--- src/rtl/dtg_pkg.sv ---
`timescale 1ns/1ps
package dtg_pkg;

  typedef enum logic [1:0] {
    GUARD_BLOCKED = 2'd0,
    GUARD_ACTIVE  = 2'd1,
    GUARD_TIMEOUT = 2'd2
  } guardState_e;

  typedef struct packed {
    logic lowCount;
    logic lowClear;
    logic highCount;
    logic highClear;
  } cntStrobes_t;

endpackage

--- src/rtl/dtg_satcount.sv ---
`timescale 1ns/1ps
module dtg_satcount #(
  parameter int LIMIT = 15,
  localparam int W = $clog2(LIMIT + 1)
) (
  input  logic         clk,
  input  logic         rstN,
  input  logic         clear,
  input  logic         count,
  output logic [W-1:0] value,
  output logic         atLimit
);

  localparam logic [W-1:0] MAXV = W'(LIMIT);

  // clear has priority over count; the value holds at MAXV
  always_ff @(posedge clk or negedge rstN) begin
    if (!rstN) begin
      value <= '0;
    end else if (clear) begin
      value <= '0;
    end else if (count && (value != MAXV)) begin
      value <= value + 1'b1;
    end
  end

  assign atLimit = (value == MAXV);

endmodule

--- src/rtl/dtg_datapath.sv ---
`timescale 1ns/1ps
module dtg_datapath
  import dtg_pkg::*;
#(
  parameter int SYNC_STAGES    = 2,
  parameter int TIMEOUT_CYCLES = 55000,
  parameter int RELEASE_CYCLES = 11,
  localparam int LOW_W  = $clog2(TIMEOUT_CYCLES + 1),
  localparam int HIGH_W = $clog2(RELEASE_CYCLES + 1)
) (
  input  logic              clk,
  input  logic              rstN,
  input  logic              txdIn,
  input  cntStrobes_t       strobes,
  output logic              txdHigh,
  output logic              lowExpired,
  output logic              highQualified,
  output logic [LOW_W-1:0]  lowCount,
  output logic [HIGH_W-1:0] highCount
);

  logic                   rawHigh;
  logic [SYNC_STAGES-1:0] syncQ;

  // only a definite 0 is read as low; unknown or floating reads as high
  assign rawHigh = (txdIn !== 1'b0);

  generate
    if (SYNC_STAGES == 1) begin : gSingle
      always_ff @(posedge clk or negedge rstN) begin
        if (!rstN) syncQ <= '1;
        else       syncQ <= rawHigh;
      end
    end else begin : gChain
      always_ff @(posedge clk or negedge rstN) begin
        if (!rstN) syncQ <= '1;
        else       syncQ <= {syncQ[SYNC_STAGES-2:0], rawHigh};
      end
    end
  endgenerate

  assign txdHigh = syncQ[SYNC_STAGES-1];

  dtg_satcount #(.LIMIT(TIMEOUT_CYCLES)) u_lowCnt (
    .clk     (clk),
    .rstN    (rstN),
    .clear   (strobes.lowClear),
    .count   (strobes.lowCount),
    .value   (lowCount),
    .atLimit (lowExpired)
  );

  dtg_satcount #(.LIMIT(RELEASE_CYCLES)) u_highCnt (
    .clk     (clk),
    .rstN    (rstN),
    .clear   (strobes.highClear),
    .count   (strobes.highCount),
    .value   (highCount),
    .atLimit (highQualified)
  );

endmodule

--- src/rtl/dtg_control.sv ---
`timescale 1ns/1ps
module dtg_control
  import dtg_pkg::*;
(
  input  logic        clk,
  input  logic        rstN,
  input  logic        normalMode,
  input  logic        txdHigh,
  input  logic        lowExpired,
  input  logic        highQualified,
  output cntStrobes_t strobes,
  output logic        driveDominant,
  output logic        timeoutFlag
);

  guardState_e stateQ, stateD;
  logic        isActive;

  assign isActive = (stateQ == GUARD_ACTIVE);

  always_comb begin
    strobes.lowCount  = isActive && normalMode && !txdHigh;
    strobes.lowClear  = !strobes.lowCount;
    strobes.highCount = !isActive && normalMode && txdHigh;
    strobes.highClear = !strobes.highCount;
  end

  always_comb begin
    stateD = stateQ;
    if (!normalMode) begin
      stateD = GUARD_BLOCKED;
    end else begin
      unique case (stateQ)
        GUARD_ACTIVE:
          if (!txdHigh && lowExpired) stateD = GUARD_TIMEOUT;
        GUARD_BLOCKED, GUARD_TIMEOUT:
          if (txdHigh && highQualified) stateD = GUARD_ACTIVE;
        default:
          stateD = GUARD_BLOCKED;
      endcase
    end
  end

  always_ff @(posedge clk or negedge rstN) begin
    if (!rstN) stateQ <= GUARD_BLOCKED;
    else       stateQ <= stateD;
  end

  assign driveDominant = isActive && normalMode && !txdHigh;
  assign timeoutFlag   = (stateQ == GUARD_TIMEOUT);

endmodule

--- src/rtl/dom_timeout_guard.sv ---
`timescale 1ns/1ps
module dom_timeout_guard
  import dtg_pkg::*;
#(
  parameter int TIMEOUT_CYCLES = 55000,
  parameter int RELEASE_CYCLES = 11,
  parameter int SYNC_STAGES    = 2
) (
  input  logic clk,
  input  logic rstN,
  input  logic normalMode,
  input  logic txdIn,
  output logic driveDominant,
  output logic timeoutFlag
);

  localparam int LOW_W  = $clog2(TIMEOUT_CYCLES + 1);
  localparam int HIGH_W = $clog2(RELEASE_CYCLES + 1);

  cntStrobes_t       strobes;
  logic              txdHigh;
  logic              lowExpired;
  logic              highQualified;
  logic [LOW_W-1:0]  lowCount;
  logic [HIGH_W-1:0] highCount;

  dtg_datapath #(
    .SYNC_STAGES    (SYNC_STAGES),
    .TIMEOUT_CYCLES (TIMEOUT_CYCLES),
    .RELEASE_CYCLES (RELEASE_CYCLES)
  ) u_datapath (
    .clk           (clk),
    .rstN          (rstN),
    .txdIn         (txdIn),
    .strobes       (strobes),
    .txdHigh       (txdHigh),
    .lowExpired    (lowExpired),
    .highQualified (highQualified),
    .lowCount      (lowCount),
    .highCount     (highCount)
  );

  dtg_control u_control (
    .clk           (clk),
    .rstN          (rstN),
    .normalMode    (normalMode),
    .txdHigh       (txdHigh),
    .lowExpired    (lowExpired),
    .highQualified (highQualified),
    .strobes       (strobes),
    .driveDominant (driveDominant),
    .timeoutFlag   (timeoutFlag)
  );

endmodule

--- config.mk ---
export PLATFORM = sky130hd
export DESIGN_NAME = dom_timeout_guard
export DESIGN_NICKNAME = d
export VERILOG_FILES = /design/src/rtl/dtg_pkg.sv /design/src/rtl/dtg_satcount.sv /design/src/rtl/dtg_datapath.sv /design/src/rtl/dtg_control.sv /design/src/rtl/dom_timeout_guard.sv
export SDC_FILE = /design/constraint.sdc
export NUM_CORES = 1
export LEC_CHECK = 0
export BUFFER_PORTS_ARGS = -buffer_cell sky130_fd_sc_hd__buf_4
export CAP_MARGIN = 20
export CORE_MARGIN = 2
export CORE_UTILIZATION = 40
export CTS_BUF_LIST = sky130_fd_sc_hd__clkbuf_8
export CTS_CLUSTER_SIZE = 30
export DETAILED_ROUTE_END_ITERATION = 16
export PLACE_DENSITY = 0.62
export SYNTH_ARGS = -nofsm -noshare
export SYNTH_HDL_FRONTEND = slang
export SYNTH_SLANG_ARGS = --single-unit
--- constraint.sdc ---
create_clock -name clk -period 1.3 [get_ports clk]
set_input_delay 0.065 -clock clk [delete_from_list [all_inputs] [get_ports clk]]
set_output_delay 0.065 -clock clk [all_outputs]
set_load 0.02 [all_outputs]
**After elaboration in Yosys (flattened, before gate mapping)**

Cells that the tools add are included.

- Add/subtract/negate cells: 2
- Eq/ne operators: 11
- Mux-type cells: 8
- Reductions and logical operators: 13

Operators by type and width:

| kind | number |
|---|---|
| $mux 16 | 2 |
| $add 16x1->16 const B | 1 |
| $eq 16x16->1 const B | 1 |
| $ne 16x16->1 const B | 1 |
| $logic_and 1x1->1 | 8 |
| $mux 4 | 2 |
| $mux 2 | 3 |
| $add 4x1->4 const B | 1 |
| $eq 4x4->1 const B | 1 |
| $ne 2x1->1 const B | 2 |
| $ne 4x4->1 const B | 1 |
| $pmux 2 s2 | 1 |
| $ne 3x2->1 const B | 1 |
| $ne 3x3->1 const B | 1 |
| $eq 2x1->1 const B | 1 |
| $eq 2x2->1 const B | 1 |
| $logic_not 1->1 | 2 |
| $logic_not 2->1 | 1 |
| $reduce_and 2->1 | 1 |
| $reduce_or 2->1 | 1 |
| $nex 1x1->1 const B | 1 |

- Bits in registers: 24
- Input port bits: 4
- Output and inout port bits: 2
- Logic and storage cells: 38

**Longest topological paths before layout**

Gate-level depths: netlist (run 1).

- Word-level depth: 7
- Depth in mapped cells: 5
- Gate-level depth less buffers: 5

**By module**

A second synthesis (run 1) with hierarchy kept.

- Cells, all modules: 128
- Area, all modules: 1,300.0 µm²

By module, submodules not included:

| module | instances | cells an instance | area an instance (µm²) | seq. area each (µm²) |
|---|---|---|---|---|
| dtg_satcount at u_datapath.u_lowCnt | 1 | 89 | 895.9 | 400.4 |
| dtg_satcount at u_datapath.u_highCnt | 1 | 21 | 210.2 | 100.1 |
| dtg_control | 1 | 16 | 141.4 | 50.0 |
| dtg_datapath | 1 | 2 | 52.6 | 52.6 |

**Worst setup path before layout (run 1)**

Ideal clock, no wire load.

- Path type: reg-to-reg
- Start: register u_datapath.u_lowCnt.value[0]
- End: register u_datapath.u_lowCnt.value[0]
- Setup time: 0.079 ns
- Arrival time: 1.369 ns
- Data required time: 1.221 ns
- Path slack: -0.148 ns
- Cell stages (with the launch flop): 6
- Path buffers: 0
- Period minus slack after synthesis: 1.448 ns
- Cells stage by stage: dfrtp_1 inv_1 ha_1 nand4b_1 nor4_4 mux2i_1

- Cells in the longest elaborated chain, start to end: 3
- Elaborated cells between the ends (all ways): 6
- Classes of those cells: add/sub: 1; eq/ne: 2; mux: 2; reduce/logical: 1

Ends and longest elaborated chain:

| element | RTL line | RTL |
|---|---|---|
| start, declared | dtg_satcount.sv:10 | `output logic [W-1:0] value,` |
| start signal, assigned | dtg_satcount.sv:23 | `value <= value + 1'b1;` |
| $add 16x1->16 or $ne 16x16->1 (tied branches) | dtg_satcount.sv:23, dtg_satcount.sv:22 |  |
| $mux 16 or $logic_and 1x1->1 (tied branches) | dtg_satcount.sv:22 | `end else if (count && (value != MAXV)) begin` |
| $mux 16 or $ne 2x1->1 (tied branches) | -- |  |

Several ways; a longest one is shown, not always the timed one. The select of a mux whose other input is x is not followed.
A chain may end at the register's enable or synchronous reset.

**Worst setup path in the final report (run 1)**

- Start: register u_datapath.u_lowCnt.value[5]
- End: register u_datapath.u_lowCnt.value[2]

- Cells in the longest elaborated chain, start to end: 3

Ends and longest elaborated chain:

| element | RTL line |
|---|---|
| $ne 16x16->1 | dtg_satcount.sv:22 |
| $logic_and 1x1->1 | dtg_satcount.sv:22 |
| $ne 2x1->1 (no source line) | -- |

No other way between the ends.

==> metrics.md, run 1 <==
| Metric | Value |
|---|---|
| Top post-synthesis cells by count | `dfrtp_1 (22), nand2_1 (15), a21oi_1 (10), inv_1 (9), nand3_1 (9)` |
| Wire length per cell | `15.2 µm` |
| Gr usage total | `0.180` |
| Met1 WL | `1490 µm` |
| # port buffers | `5` |
| Fin. max-slew vios | `0` |
| RSZ-0062 raised after global routing | `true` |
| Nets@finish | `183` |
| Initial Utilization | `0.419` |
| Slew headroom | `0.772` |
| Worst vdd ir | `0.000515 V` |
| H-tree depth | `1` |
| RD Place Congestion | `0.799` |
| CP Max Fanout | `5` |
| Met3 WL | `45 µm` |
| Crit end category | `flop` |
| Min-Delay Startpoint | `normalMode` |
| # Max-Cap Violations | `0` |
| Yosys reg bits | `24` |
| Insertion delay to the later sink of the worst-skew pair | `0.28 ns` |
| Syn_nets | `136` |
| Period minus WS final | `1.61 ns` |
| Design Power | `1.33 mW` |
| CTS tree | `yes` |
| Syn Inst Count | `129` |
| Full die area | `3670 µm²` |
| Clock Power Share | `0.398` |
| Met2 wire len | `1740 µm` |
| Overflow after GRT | `0` |
| Finished Layout Cells | `219` |
| Antenna violations before repair | `0` |
| Final Hold Vio Count | `0` |
| YS warnings | `0` |
| R2R depth | `5` |
| Detailed-route via count | `1180` |
| Sw Ratio | `0.217` |
| Crit-path most repeated cell | `buf_4` |
| Post-Syn Area | `1280 µm²` |
| Core ar. | `3050 µm²` |
| Pwr/cell area | `716 nW/µm²` |
| R2r endpoint | `u_datapath.u_lowCnt.value[2]` |
| Synth Flop Type | `dfrtp_1` |
| Placed Cells | `199` |
| Share of cells above drive strength 1 | `0.429` |
| CP required | `1.48 ns` |
| WL final | `3340 µm` |
| Synth unique cells | `33` |
| Final Setup Violations | `15` |
| Synth Area per Inst | `9.92 µm²` |
| # fillers | `263` |
| LEAKAGE | `0.788 nW` |
| Die Y | `60.6 µm` |
| Worst setup startpoint | `u_datapath.u_lowCnt.value[5]` |
| Layout Utilization | `0.609` |
| Hold path cells | `3` |
| Most common cell in the synthesized netlist | `dfrtp_1` |
| Crit-path max cell delay | `0.43 ns` |
| Post-route DRC | `0` |
| Final WS setup | `-0.310 ns` |
| Pre-CTS WS | `-0.265 ns` |
| Synth area leader | `dfrtp_1` |
| Share of the synthesized area in the top cell type | `0.430` |
| Root buffer cell | `clkbuf_8` |
| Post-synth ARST share | `1.00` |
| First-pass detailed-route iteration total | `4` |
| Detail Route Antenna Nets | `0` |
| Row count | `20` |
| Largest net degree at the start of global routing | `25` |
| Area grow syn2layout | `45.4%` |
| Critical-path top delay cell | `dfrtp_1` |
| Worst Hold Path EP | `u_datapath.u_highCnt.value[1]` |
| Synth area leaders | `dfrtp_1 (43%), mux2i_1 (4.7%), nand2_1 (4.4%)` |
| Seq/Total Area, Yosys | `0.471` |
| Status | `finished, violations left` |
| Number of buffers on the longest clock path | `2` |
| Setup TNS | `-2.39 ns` |
| Num CTS Buffers | `3` |
| Vias per inst | `5.39` |
| Net Switching | `289 µW` |
| Peak Freq | `621 MHz` |
| Final Cycle Share | `1.24` |
| Die width | `60.6 µm` |
| Number of global-route vias before repair | `1071` |
| Sequential power share | `0.569` |
| Initial drt markers | `23` |
| R2R Setup Slk | `-0.31 ns` |
| Boundary Pins | `6` |
| DP HPWL | `2030 µm` |
| Slew @ Worst Pin | `0.340 ns` |
| Clock sinks | `24` |
| ANT cells | `0` |
| Critical path cell sequence | `or3_4 -> nor4_4 -> buf_4 -> buf_4 -> o21ai_2` |
| Global-route wire length before repair | `4930 µm` |
| Highest metal layer with signal wires | `met4` |
| WP data arrival | `1.79 ns` |
| Logic pwr share | `0.032` |
| Internal power | `1.04 mW` |
| Clk_skew | `0.00563 ns` |
| Failing checks | `setup timing` |
| Worst hold path type | `in -> reg` |
| Number of synthesized flops with an enable pin | `0` |
| CP Class | `reg -> reg` |
| CP startpoint kind | `flop` |
| Reg2reg start | `u_datapath.u_lowCnt.value[5]` |
| Reg clk slew, reported paths | `0.09 ns` |
## power groups by stage
stage | clock (mW) | sequential (mW) | combinational [mW]
after detailed placement | 0 | 0.773 | 0.0384
after global placement | 0 | 0.773 | 0.0364
after CTS | 0.542 | 0.759 | 0.0449
final | 0.531 | 0.759 | 0.0431
after global routing | 0.569 | 0.760 | 0.0488
after floorplan | 0 | 0.773 | 0.00872
## worst max-delay path by stage
stage | endpoint | slack (ns) | cells after the start
6_report | u_datapath.u_lowCnt.value[2] | -0.31 | 5
5_1_grt | u_datapath.u_lowCnt.value[1] | -0.36 | 4
4_1_cts | u_datapath.u_lowCnt.value[1] | -0.21 | 6
3_5_place_dp | u_datapath.u_lowCnt.value[13] | -0.27 | 4
3_3_place_gp | u_datapath.u_lowCnt.value[13] | -0.25 | 4
2_1_floorplan | u_datapath.u_lowCnt.value[0] | -0.15 | 3
## cells in the final DEF (no fill, tap or decap), drive strengths merged
cell type and count:
nand4b 3, nor3b 1, dlygate4sd3 2, mux2i 6
a32o 1, or4 5, o21ai 3, or3 4
nand2 15, nor2b 1, xnor2 1, nand3 9
nand2b 4, nand4bb 1, nor4 5, a21oi 10
dfstp 2, nor2 5, ha 3, buf 43
xor2 3, dfrtp 22, o211ai 1, inv 9
nand4 5, clkbuf 4, nand3b 1, and4b 1
o31ai 5
## worst max-delay path: cells and delay by family, from the launching register on
| kind | cells | cell delay (ns) |
|---|---|---|
| simple gates | 2 | 0.69 |
| compound gates | 1 | 0.05 |
| flops | 1 | 0.43 |
| buf+inv | 2 | 0.33 |
## layer usage
| layer | track usage | vias up |
|---|---|---|
| li1 | - | 558 |
| met1 | 0.235 | 605 |
| met2 | 0.300 | 10 |
| met3 | 0.0256 | 7 |
| met4 | 0.0776 | 0 |
| met5 | 0 | - |
## per-stage QoR
step / cell area, µm² / hold WS, ns
3_5_place_dp: 1560 / -0.0102
4_1_cts: 1720 / 0.0404
2_1_floorplan: 1310 / -0.231
5_1_grt: 1860 / 0.0461
6_report: 1860 / 0.0457
3_3_place_gp: 1560 / -0.0203
## cell families after synthesis
kind of cell / count (synthesis) / synth area share
flops: 24 / 0.471
buf+inv: 12 / 0.0430
mux: 6 / 0.0469
compound gates: 20 / 0.0938
simple gates: 60 / 0.288
xor+xnor: 4 / 0.0274
fa+ha+maj: 3 / 0.0293
## sequential cells by signal (all words and copies together) (netlist names)
signal / count
u_control.stateQ: 2
u_datapath.syncQ: 2
u_datapath.u_highCnt.value: 4
u_datapath.u_lowCnt.value: 16
## layout make-up
| class | instances | area (µm²) | area share |
|---|---|---|---|
| multi-input combinational | 93 | 752 | 0.404 |
| sequential | 24 | 606 | 0.325 |
| inverter | 9 | 38.8 | 0.0208 |
| timing repair buffer | 45 | 354 | 0.190 |
| tap | 44 | 55.1 | 0.0296 |
| clock buffer | 4 | 55.1 | 0.0296 |
## repair_timing
item	4_1_cts	5_1_grt
hold buffers	2	0
endpoints found under the hold margin	25	0
gates resized for setup	10	17
buffers inserted	5	9
setup endpoints to repair	17	18
pin swaps	3	7
Note: power is estimated with default switching activity, not from simulation.
==> inputs of run 2 (changes only) <==
--- a/config.mk
+++ b/config.mk
@@ -15,4 +15,5 @@
 export PLACE_DENSITY = 0.62
 export SYNTH_ARGS = -nofsm -noshare
 export SYNTH_HDL_FRONTEND = slang
+export SYNTH_HIERARCHICAL = 1
 export SYNTH_SLANG_ARGS = --single-unit
==> run 2 against run 1 <==
Compared with the run above: the run still ends with setup timing left; via count is 3.7% lower; global-route usage rose by 1.6 points; worst hold slack improved by 0.11 ns; sequential power down 0.5%; area after synthesis up 1.6%; synthesized cell count is 0.78% lower.
==> metrics.md, run 2 <==
| Metric | Value |
|---|---|
| Slew headroom | `0.751 (was 0.772)` |
| CP startpoint kind | `flop (unchanged)` |
| Die Y | `61.0 µm (was 60.6 µm)` |
| Final Cycle Share | `1.44 (was 1.24)` |
| Number of flip-flops in the largest register | `16 (unchanged)` |
| Post-Syn Area | `1300 µm² (was 1280 µm²)` |
| Post-synth ARST share | `1.00 (unchanged)` |
| Detail Route Antenna Nets | `0 (unchanged)` |
| Synth Area per Inst | `10.2 µm² (was 9.92 µm²)` |
| Overflow after GRT | `0 (unchanged)` |
| Top post-synthesis cells by count | `dfrtp_1 (22), nor2_1 (17), nand4_1 (9), xor2_1 (9), inv_1 (7) (was dfrtp_1 (22), nand2_1 (15), a21oi_1 (10), inv_1 (9), nand3_1 (9))` |
| RSZ-0062 raised after global routing | `true (unchanged)` |
| Largest regs | `u_datapath/u_lowCnt/value (16), u_datapath/u_highCnt/value (4) (was u_datapath.u_lowCnt.value (16), u_datapath.u_highCnt.value (4))` |
| Fin. max-slew vios | `0 (unchanged)` |
| Full die area | `3720 µm² (was 3670 µm²)` |
| Die width | `61.0 µm (was 60.6 µm)` |
| Initial drt markers | `16 (was 23)` |
| Worst vdd ir | `0.000416 V (was 0.000515 V)` |
| Root buffer cell | `clkbuf_8 (unchanged)` |
| Synth area leaders | `dfrtp_1 (42%), xor2_1 (6.1%), nor2_1 (4.9%) (was dfrtp_1 (43%), mux2i_1 (4.7%), nand2_1 (4.4%))` |
| H-tree depth | `1 (unchanged)` |
| Failing checks | `setup timing (unchanged)` |
| CP required | `1.50 ns (was 1.48 ns)` |
| LEAKAGE | `0.918 nW (was 0.788 nW)` |
| Share of cells above drive strength 1 | `0.533 (was 0.429)` |
| Antenna violations before repair | `0 (unchanged)` |
| Period minus WS final | `1.87 ns (was 1.61 ns)` |
| CP Max Fanout | `3 (was 5)` |
| Final WS setup | `-0.567 ns (was -0.310 ns)` |
| Worst hold path type | `in -> reg (unchanged)` |
| Num CTS Buffers | `3 (unchanged)` |
| Gr usage total | `0.196 (was 0.180)` |
| Global-route wire length before repair | `5380 µm (was 4930 µm)` |
| Status | `finished, violations left (unchanged)` |
| ANT cells | `0 (unchanged)` |
| # port buffers | `5 (unchanged)` |
| Core ar. | `3080 µm² (was 3050 µm²)` |
| Post-route DRC | `0 (unchanged)` |
| Biggest register | `u_datapath/u_lowCnt/value (was u_datapath.u_lowCnt.value)` |
| Finished Layout Cells | `228 (was 219)` |
| Initial Utilization | `0.422 (was 0.419)` |
| First-pass detailed-route iteration total | `4 (unchanged)` |
| Final Setup Violations | `21 (was 15)` |
| CP Class | `reg -> reg (unchanged)` |
| Most frequent cells in the layout | `buf_4 (44), dfrtp_1 (22), nor2_1 (17) (was buf_4 (40), dfrtp_1 (20), nand2_1 (14))` |
| Seq/Total Area, Yosys | `0.464 (was 0.471)` |
| Layout Utilization | `0.648 (was 0.609)` |
| Worst setup startpoint | `u_control/stateQ[1] (was u_datapath.u_lowCnt.value[5])` |
| Row count | `20 (unchanged)` |
| Number of synthesized flops with an enable pin | `0 (unchanged)` |
| Pwr/cell area | `631 nW/µm² (was 716 nW/µm²)` |
| Placed Cells | `210 (was 199)` |
| YS warnings | `6 (was 0)` |
| Wire length per cell | `14.2 µm (was 15.2 µm)` |
| Final Hold Vio Count | `0 (unchanged)` |
| # Max-Cap Violations | `0 (unchanged)` |
| Peak Freq | `535 MHz (was 621 MHz)` |
| Reg clk slew, reported paths | `0.09 ns (about the same)` |
| Number of buffers on the longest clock path | `2 (unchanged)` |
| Nets@finish | `192 (was 183)` |
| Min-Delay Startpoint | `normalMode (unchanged)` |
| RD Place Congestion | `0.790 (was 0.799)` |
| Clock sinks | `24 (unchanged)` |
| Largest net degree at the start of global routing | `25 (unchanged)` |
| Number of global-route vias before repair | `1276 (was 1071)` |
| Syn Inst Count | `128 (was 129)` |
| Vias per inst | `4.98 (was 5.39)` |
| Syn_nets | `135 (was 136)` |
| Synth Flop Type | `dfrtp_1 (unchanged)` |
| Reg2reg start | `u_control/stateQ[1] (was u_datapath.u_lowCnt.value[5])` |
| CTS tree | `yes (unchanged)` |
| WP data arrival | `2.07 ns (was 1.79 ns)` |
| Slew @ Worst Pin | `0.373 ns (was 0.340 ns)` |
| # fillers | `261 (was 263)` |
| Detailed-route via count | `1136 (was 1180)` |
| WL final | `3230 µm (was 3340 µm)` |
| Crit end category | `flop (unchanged)` |
| Share of the synthesized area in the top cell type | `0.423 (was 0.430)` |
| Pre-CTS WS | `-0.545 ns (was -0.265 ns)` |
| Insertion delay to the later sink of the worst-skew pair | `0.27 ns (was 0.28 ns)` |
| Synth area leader | `dfrtp_1 (unchanged)` |
| Commonest non-fill, non-tap cell in the layout | `buf_4 (unchanged)` |
| Synth unique cells | `40 (was 33)` |
| DP HPWL | `2070 µm (was 2030 µm)` |
| Area grow syn2layout | `53.5% (was 45.4%)` |
| Most common cell in the synthesized netlist | `dfrtp_1 (unchanged)` |
| Yosys reg bits | `24 (unchanged)` |
| Boundary Pins | `6 (unchanged)` |
| Clk_skew | `0.00789 ns (was 0.00563 ns)` |
run 2: report_power, final:
| part | internal (mW) | switching (mW) | total [mW] |
|---|---|---|---|
| combinational | 0.0311 | 0.0340 | 0.0651 |
| clock | 0.211 | 0.229 | 0.440 |
| sequential | 0.753 | 0.00237 | 0.755 |
| total | 0.995 | 0.265 | 1.26 |
run 2: area by class of cell:
class,instances,area (µm²),area share
Clock inverter,1,3.75,0.00188
Clock buffer,3,41.3,0.0207
Inverter,7,26.3,0.0132
Multi-Input combinational cell,93,803,0.403
Sequential cell,24,603,0.302
Tap cell,44,55.1,0.0276
Timing Repair Buffer,56,463,0.232
run 2: final timing paths:
check / slack, ns / end / cells past startpoint
setup / recovery: -0.57 / u_datapath/u_lowCnt/value[15] / 7
hold / removal: 0.15 / u_control/stateQ[0] / 3
setup reg to reg: -0.57 / u_datapath/u_lowCnt/value[15] / 7
hold reg to reg: 0.37 / u_datapath/syncQ[1] / 0
max in group asynchronous: 0.77 / u_datapath/syncQ[0] / 2
min in group asynchronous: 0.24 / u_datapath/u_highCnt/value[2] / 2
run 2: what timing repair did:
| action | CTS | global route |
|---|---|---|
| cloned | 0 | 0 |
| setup endpoints to repair | 22 | 23 |
| hold buffers | 2 | 0 |
| endpoints found under the hold margin | 25 | 0 |
| gates resized for setup | 21 | 20 |
| pin swaps | 25 | 19 |
| buffers inserted | 8 | 6 |
run 2: kinds of logic after synthesis:
family / share of synthesized area
AO/OA/AOI/OAI: 0.0683
adder cells (fa/ha/maj): 0.0289
multiplexers: 0.0356
XOR/XNOR: 0.0741
buffers and inverters: 0.0404
AND/OR/NAND/NOR: 0.289
flip-flops: 0.464
run 2: per-layer routing:
layer | wire length (µm) | part of all wire | track usage | up-vias
met4 | 36 | 0.011 | 0.0559 | 0
li1 | - | - | - | 560
met1 | 1340 | 0.41 | 0.212 | 565
met2 | 1810 | 0.56 | 0.392 | 7
met5 | 0 | 0 | 0 | -
met3 | 41 | 0.013 | 0.0273 | 4
run 2: worst max-delay path, cell delays in order (launching register included):
cell	delay [ns]
dfrtp_1	0.38
and2b_1	0.22
nand3b_1	0.12
inv_2	0.09
nand2_2	0.06
or3_4	0.40
or4_4	0.43
a21oi_2	0.13
run 2: stage by stage:
| stage | power [mW] | setup TNS (ns) | cell area, µm² | hold slack, ns |
|---|---|---|---|---|
| 2_1_floorplan | 0.782 | -5.83 | 1330 | -0.231 |
| 3_3_place_gp | 0.820 | -5.40 | 1670 | -0.0193 |
| 3_5_place_dp | 0.822 | -6.17 | 1670 | -0.0199 |
| 4_1_cts | 1.27 | -7.29 | 1890 | 0.150 |
| 5_1_grt | 1.32 | -9.47 | 2000 | 0.148 |
| 6_report | 1.26 | -7.68 | 2000 | 0.154 |
==> inputs of run 3 (changes only) <==
--- a/config.mk
+++ b/config.mk
@@ -5,7 +5,7 @@
 export SDC_FILE = /design/constraint.sdc
 export NUM_CORES = 1
 export LEC_CHECK = 0
-export BUFFER_PORTS_ARGS = -buffer_cell sky130_fd_sc_hd__buf_4
+export BUFFER_PORTS_ARGS = -buffer_cell sky130_fd_sc_hd__buf_2
 export CAP_MARGIN = 20
 export CORE_MARGIN = 2
 export CORE_UTILIZATION = 40
==> run 3 against run 2 <==
Compared with the run above: the flow still finishes with violations (setup timing); cell count shrank 1.3%; combinational power shrank 9.8%; via count shrank 0.18%; fmax grew 1.5%; non-clock buffer count shrank 3; first-iteration DRC count grew 56%; sequential power is essentially flat; routed wire length shrank 5.3%; sequential share of layout area grew 0.90 points; total power grew 4.1%; register-to-register slack gained 0.03 ns; critical path depth is the same.
==> metrics.md, run 3 (synthesis results as in run 2) <==
| Metric | Value |
|---|---|
| Status | `finished, violations left (unchanged)` |
| Failing checks | `setup timing (unchanged)` |
| Worst vdd ir | `0.000443 V (was 0.000416 V)` |
| Design Power | `1.31 mW (was 1.26 mW)` |
| Fin. max-slew vios | `0 (unchanged)` |
| Critical-path top delay cell | `or4_4 (unchanged)` |
| Worst Hold Path EP | `u_control/stateQ[0] (unchanged)` |
| H-tree depth | `1 (unchanged)` |
| Clock sinks | `24 (unchanged)` |
| Reg clk slew, reported paths | `0.08 ns (was 0.09 ns)` |
| Biggest register | `u_datapath/u_lowCnt/value (unchanged)` |
| Detailed-route via count | `1134 (was 1136)` |
| Met2 Track Usage GR | `0.356 (was 0.392)` |
| LEAKAGE | `0.861 nW (was 0.918 nW)` |
| Crit end category | `flop (unchanged)` |
| Number of flip-flops in the largest register | `16 (unchanged)` |
| Sw Ratio | `0.200 (was 0.211)` |
| Number of global-route vias before repair | `1215 (was 1276)` |
| Pre-CTS WS | `-0.558 ns (was -0.545 ns)` |
| Clock Power Share | `0.380 (was 0.349)` |
| Die Y | `61.0 µm (unchanged)` |
| Insertion delay to the later sink of the worst-skew pair | `0.26 ns (was 0.27 ns)` |
| Commonest non-fill, non-tap cell in the layout | `buf_4 (unchanged)` |
| Full die area | `3720 µm² (unchanged)` |
| CP Max Fanout | `3 (unchanged)` |
| Delay-heaviest family, CP | `simple AND/OR/NAND/NOR gates (unchanged)` |
| Multi-input logic area | `772 µm² (was 803 µm²)` |
| Final Hold Vio Count | `0 (unchanged)` |
| Largest net degree at the start of global routing | `25 (unchanged)` |
| Wire length per cell | `13.6 µm (was 14.2 µm)` |
| Final Setup Violations | `21 (unchanged)` |
| Min-Delay Startpoint | `normalMode (unchanged)` |
| Global-route wire length before repair | `5210 µm (was 5380 µm)` |
| Initial drt markers | `25 (was 16)` |
| CP startpoint kind | `flop (unchanged)` |
| DP HPWL | `2080 µm (was 2070 µm)` |
| Number of buffers on the longest clock path | `2 (unchanged)` |
| Worst hold path type | `in -> reg (unchanged)` |
| Gr usage total | `0.190 (was 0.196)` |
| Finished Layout Cells | `225 (was 228)` |
| WP data arrival | `2.03 ns (was 2.07 ns)` |
| Detail Route Antenna Nets | `0 (unchanged)` |
| Crit-path max cell delay | `0.42 ns (was 0.43 ns)` |
| Nets@finish | `189 (was 192)` |
| Num CTS Buffers | `3 (unchanged)` |
| # fillers | `260 (was 261)` |
| Critical path cell sequence | `and2b_1 -> nand3b_1 -> inv_2 -> nand2_2 -> or3_4 -> or4_4 -> a21oi_2 (unchanged)` |
| Core ar. | `3080 µm² (unchanged)` |
| Top Usage Layer GRT | `met2 (unchanged)` |
| Clk_skew | `0.00131 ns (was 0.00789 ns)` |
| Placed Cells | `209 (was 210)` |
| GRT met3 Usage | `0.0252 (was 0.0273)` |
| # port buffers | `5 (unchanged)` |
| Worst path buffer plus inverter count | `1 (unchanged)` |
| Final Cycle Share | `1.42 (was 1.44)` |
| Vias per inst | `5.04 (was 4.98)` |
| Overflow after GRT | `0 (unchanged)` |
| CP required | `1.49 ns (was 1.50 ns)` |
| Worst hold slack | `0.156 ns (was 0.154 ns)` |
| Period minus WS final | `1.84 ns (was 1.87 ns)` |
| Setup TNS | `-7.37 ns (was -7.68 ns)` |
| Root buffer cell | `clkbuf_8 (unchanged)` |
| Post-route DRC | `0 (unchanged)` |
| Boundary Pins | `6 (unchanged)` |
| Storage element area | `603 µm² (unchanged)` |
| Internal power | `1.05 mW (was 995 µW)` |
| Die width | `61.0 µm (unchanged)` |
| R2R depth | `7 (unchanged)` |
| # Max-Cap Violations | `0 (unchanged)` |
| R2r endpoint | `u_datapath/u_lowCnt/value[15] (unchanged)` |
| Hold path cells | `3 (unchanged)` |
| R2R Setup Slk | `-0.54 ns (was -0.57 ns)` |
| First-pass detailed-route iteration total | `4 (unchanged)` |
| Slew @ Worst Pin | `0.553 ns (was 0.373 ns)` |
| RSZ-0062 raised after global routing | `true (unchanged)` |
| WL final | `3060 µm (was 3230 µm)` |
| Initial Utilization | `0.422 (unchanged)` |
| Net Switching | `262 µW (was 265 µW)` |
| ANT cells | `0 (unchanged)` |
| RD Place Congestion | `0.795 (was 0.790)` |
| Reg2reg start | `u_control/stateQ[1] (unchanged)` |
| Pwr/cell area | `677 nW/µm² (was 631 nW/µm²)` |
| CTS tree | `yes (unchanged)` |
| Antenna violations before repair | `0 (unchanged)` |
| CP Class | `reg -> reg (unchanged)` |
| Logic pwr share | `0.045 (was 0.052)` |
| Most frequent cells in the layout | `buf_4 (38), dfrtp_1 (22), nor2_1 (17) (was buf_4 (44), dfrtp_1 (22), nor2_1 (17))` |
| GR Util met1 | `0.223 (was 0.212)` |
| Largest regs | `u_datapath/u_lowCnt/value (16), u_datapath/u_highCnt/value (4) (unchanged)` |
| Row count | `20 (unchanged)` |
| Share of cells above drive strength 1 | `0.514 (was 0.533)` |
| Sequential power share | `0.576 (was 0.599)` |
| Area grow syn2layout | `49.1% (was 53.5%)` |
| Final WS setup | `-0.540 ns (was -0.567 ns)` |
| Peak Freq | `544 MHz (was 535 MHz)` |
| Slew headroom | `0.631 (was 0.751)` |
[run 3: repair_timing]
item | 4_1_cts | 5_1_grt
buffers inserted | 9 | 3
pin swaps | 22 | 20
hold buffers | 2 | 0
resized for setup | 23 | 11
endpoints found under the hold margin | 23 | 0
endpoints found under the setup margin | 22 | 23
[run 3: power by group through the flow]
stage / Sequential, mW / Clock (mW) / Combinational, mW
2_1_floorplan: 0.771 / 0 / 0.0104
3_3_place_gp: 0.769 / 0 / 0.0483
3_5_place_dp: 0.770 / 0 / 0.0513
4_1_cts: 0.755 / 0.528 / 0.0577
5_1_grt: 0.756 / 0.554 / 0.0659
6_report: 0.755 / 0.498 / 0.0587
[run 3: area by class of cell]
class | instances | share of cell area
multi-input cells | 93 | 0.398
well taps | 44 | 0.0284
inverters | 7 | 0.0136
repair buffers | 53 | 0.220
flip-flops and latches | 24 | 0.311
clock buffers | 4 | 0.0284
[run 3: tightest hold or removal path: stages]
cell	delay (ns)
buf_2	0.09
buf_4	0.12
and2_1	0.11
[run 3: worst max-delay path by stage]
stage                             start                            end  slack [ns]  cells past startpoint
finish              u_control/stateQ[1]  u_datapath/u_lowCnt/value[15]       -0.54                      7
detailed placement  u_control/stateQ[1]  u_datapath/u_lowCnt/value[15]       -0.56                      7
global placement    u_control/stateQ[1]  u_datapath/u_lowCnt/value[15]       -0.47                      7
floorplan           u_control/stateQ[1]  u_datapath/u_lowCnt/value[15]       -0.71                      9
CTS                 u_control/stateQ[1]  u_datapath/u_lowCnt/value[15]       -0.54                      7
global route        u_control/stateQ[1]  u_datapath/u_lowCnt/value[15]       -0.67                      7
[run 3: metrics by stage]
stage	util	instance area, µm²
final	0.630	1940
after global routing	0.630	1940
after CTS	0.616	1900
after detailed placement	0.536	1650
after global placement	0.536	1650
after floorplan	-	1330
[run 3: per-layer routing]
metal,up-vias,share of wire
met5,-,0
met4,0,0.0098
met3,4,0.018
met2,14,0.55
met1,562,0.42
li1,554,-
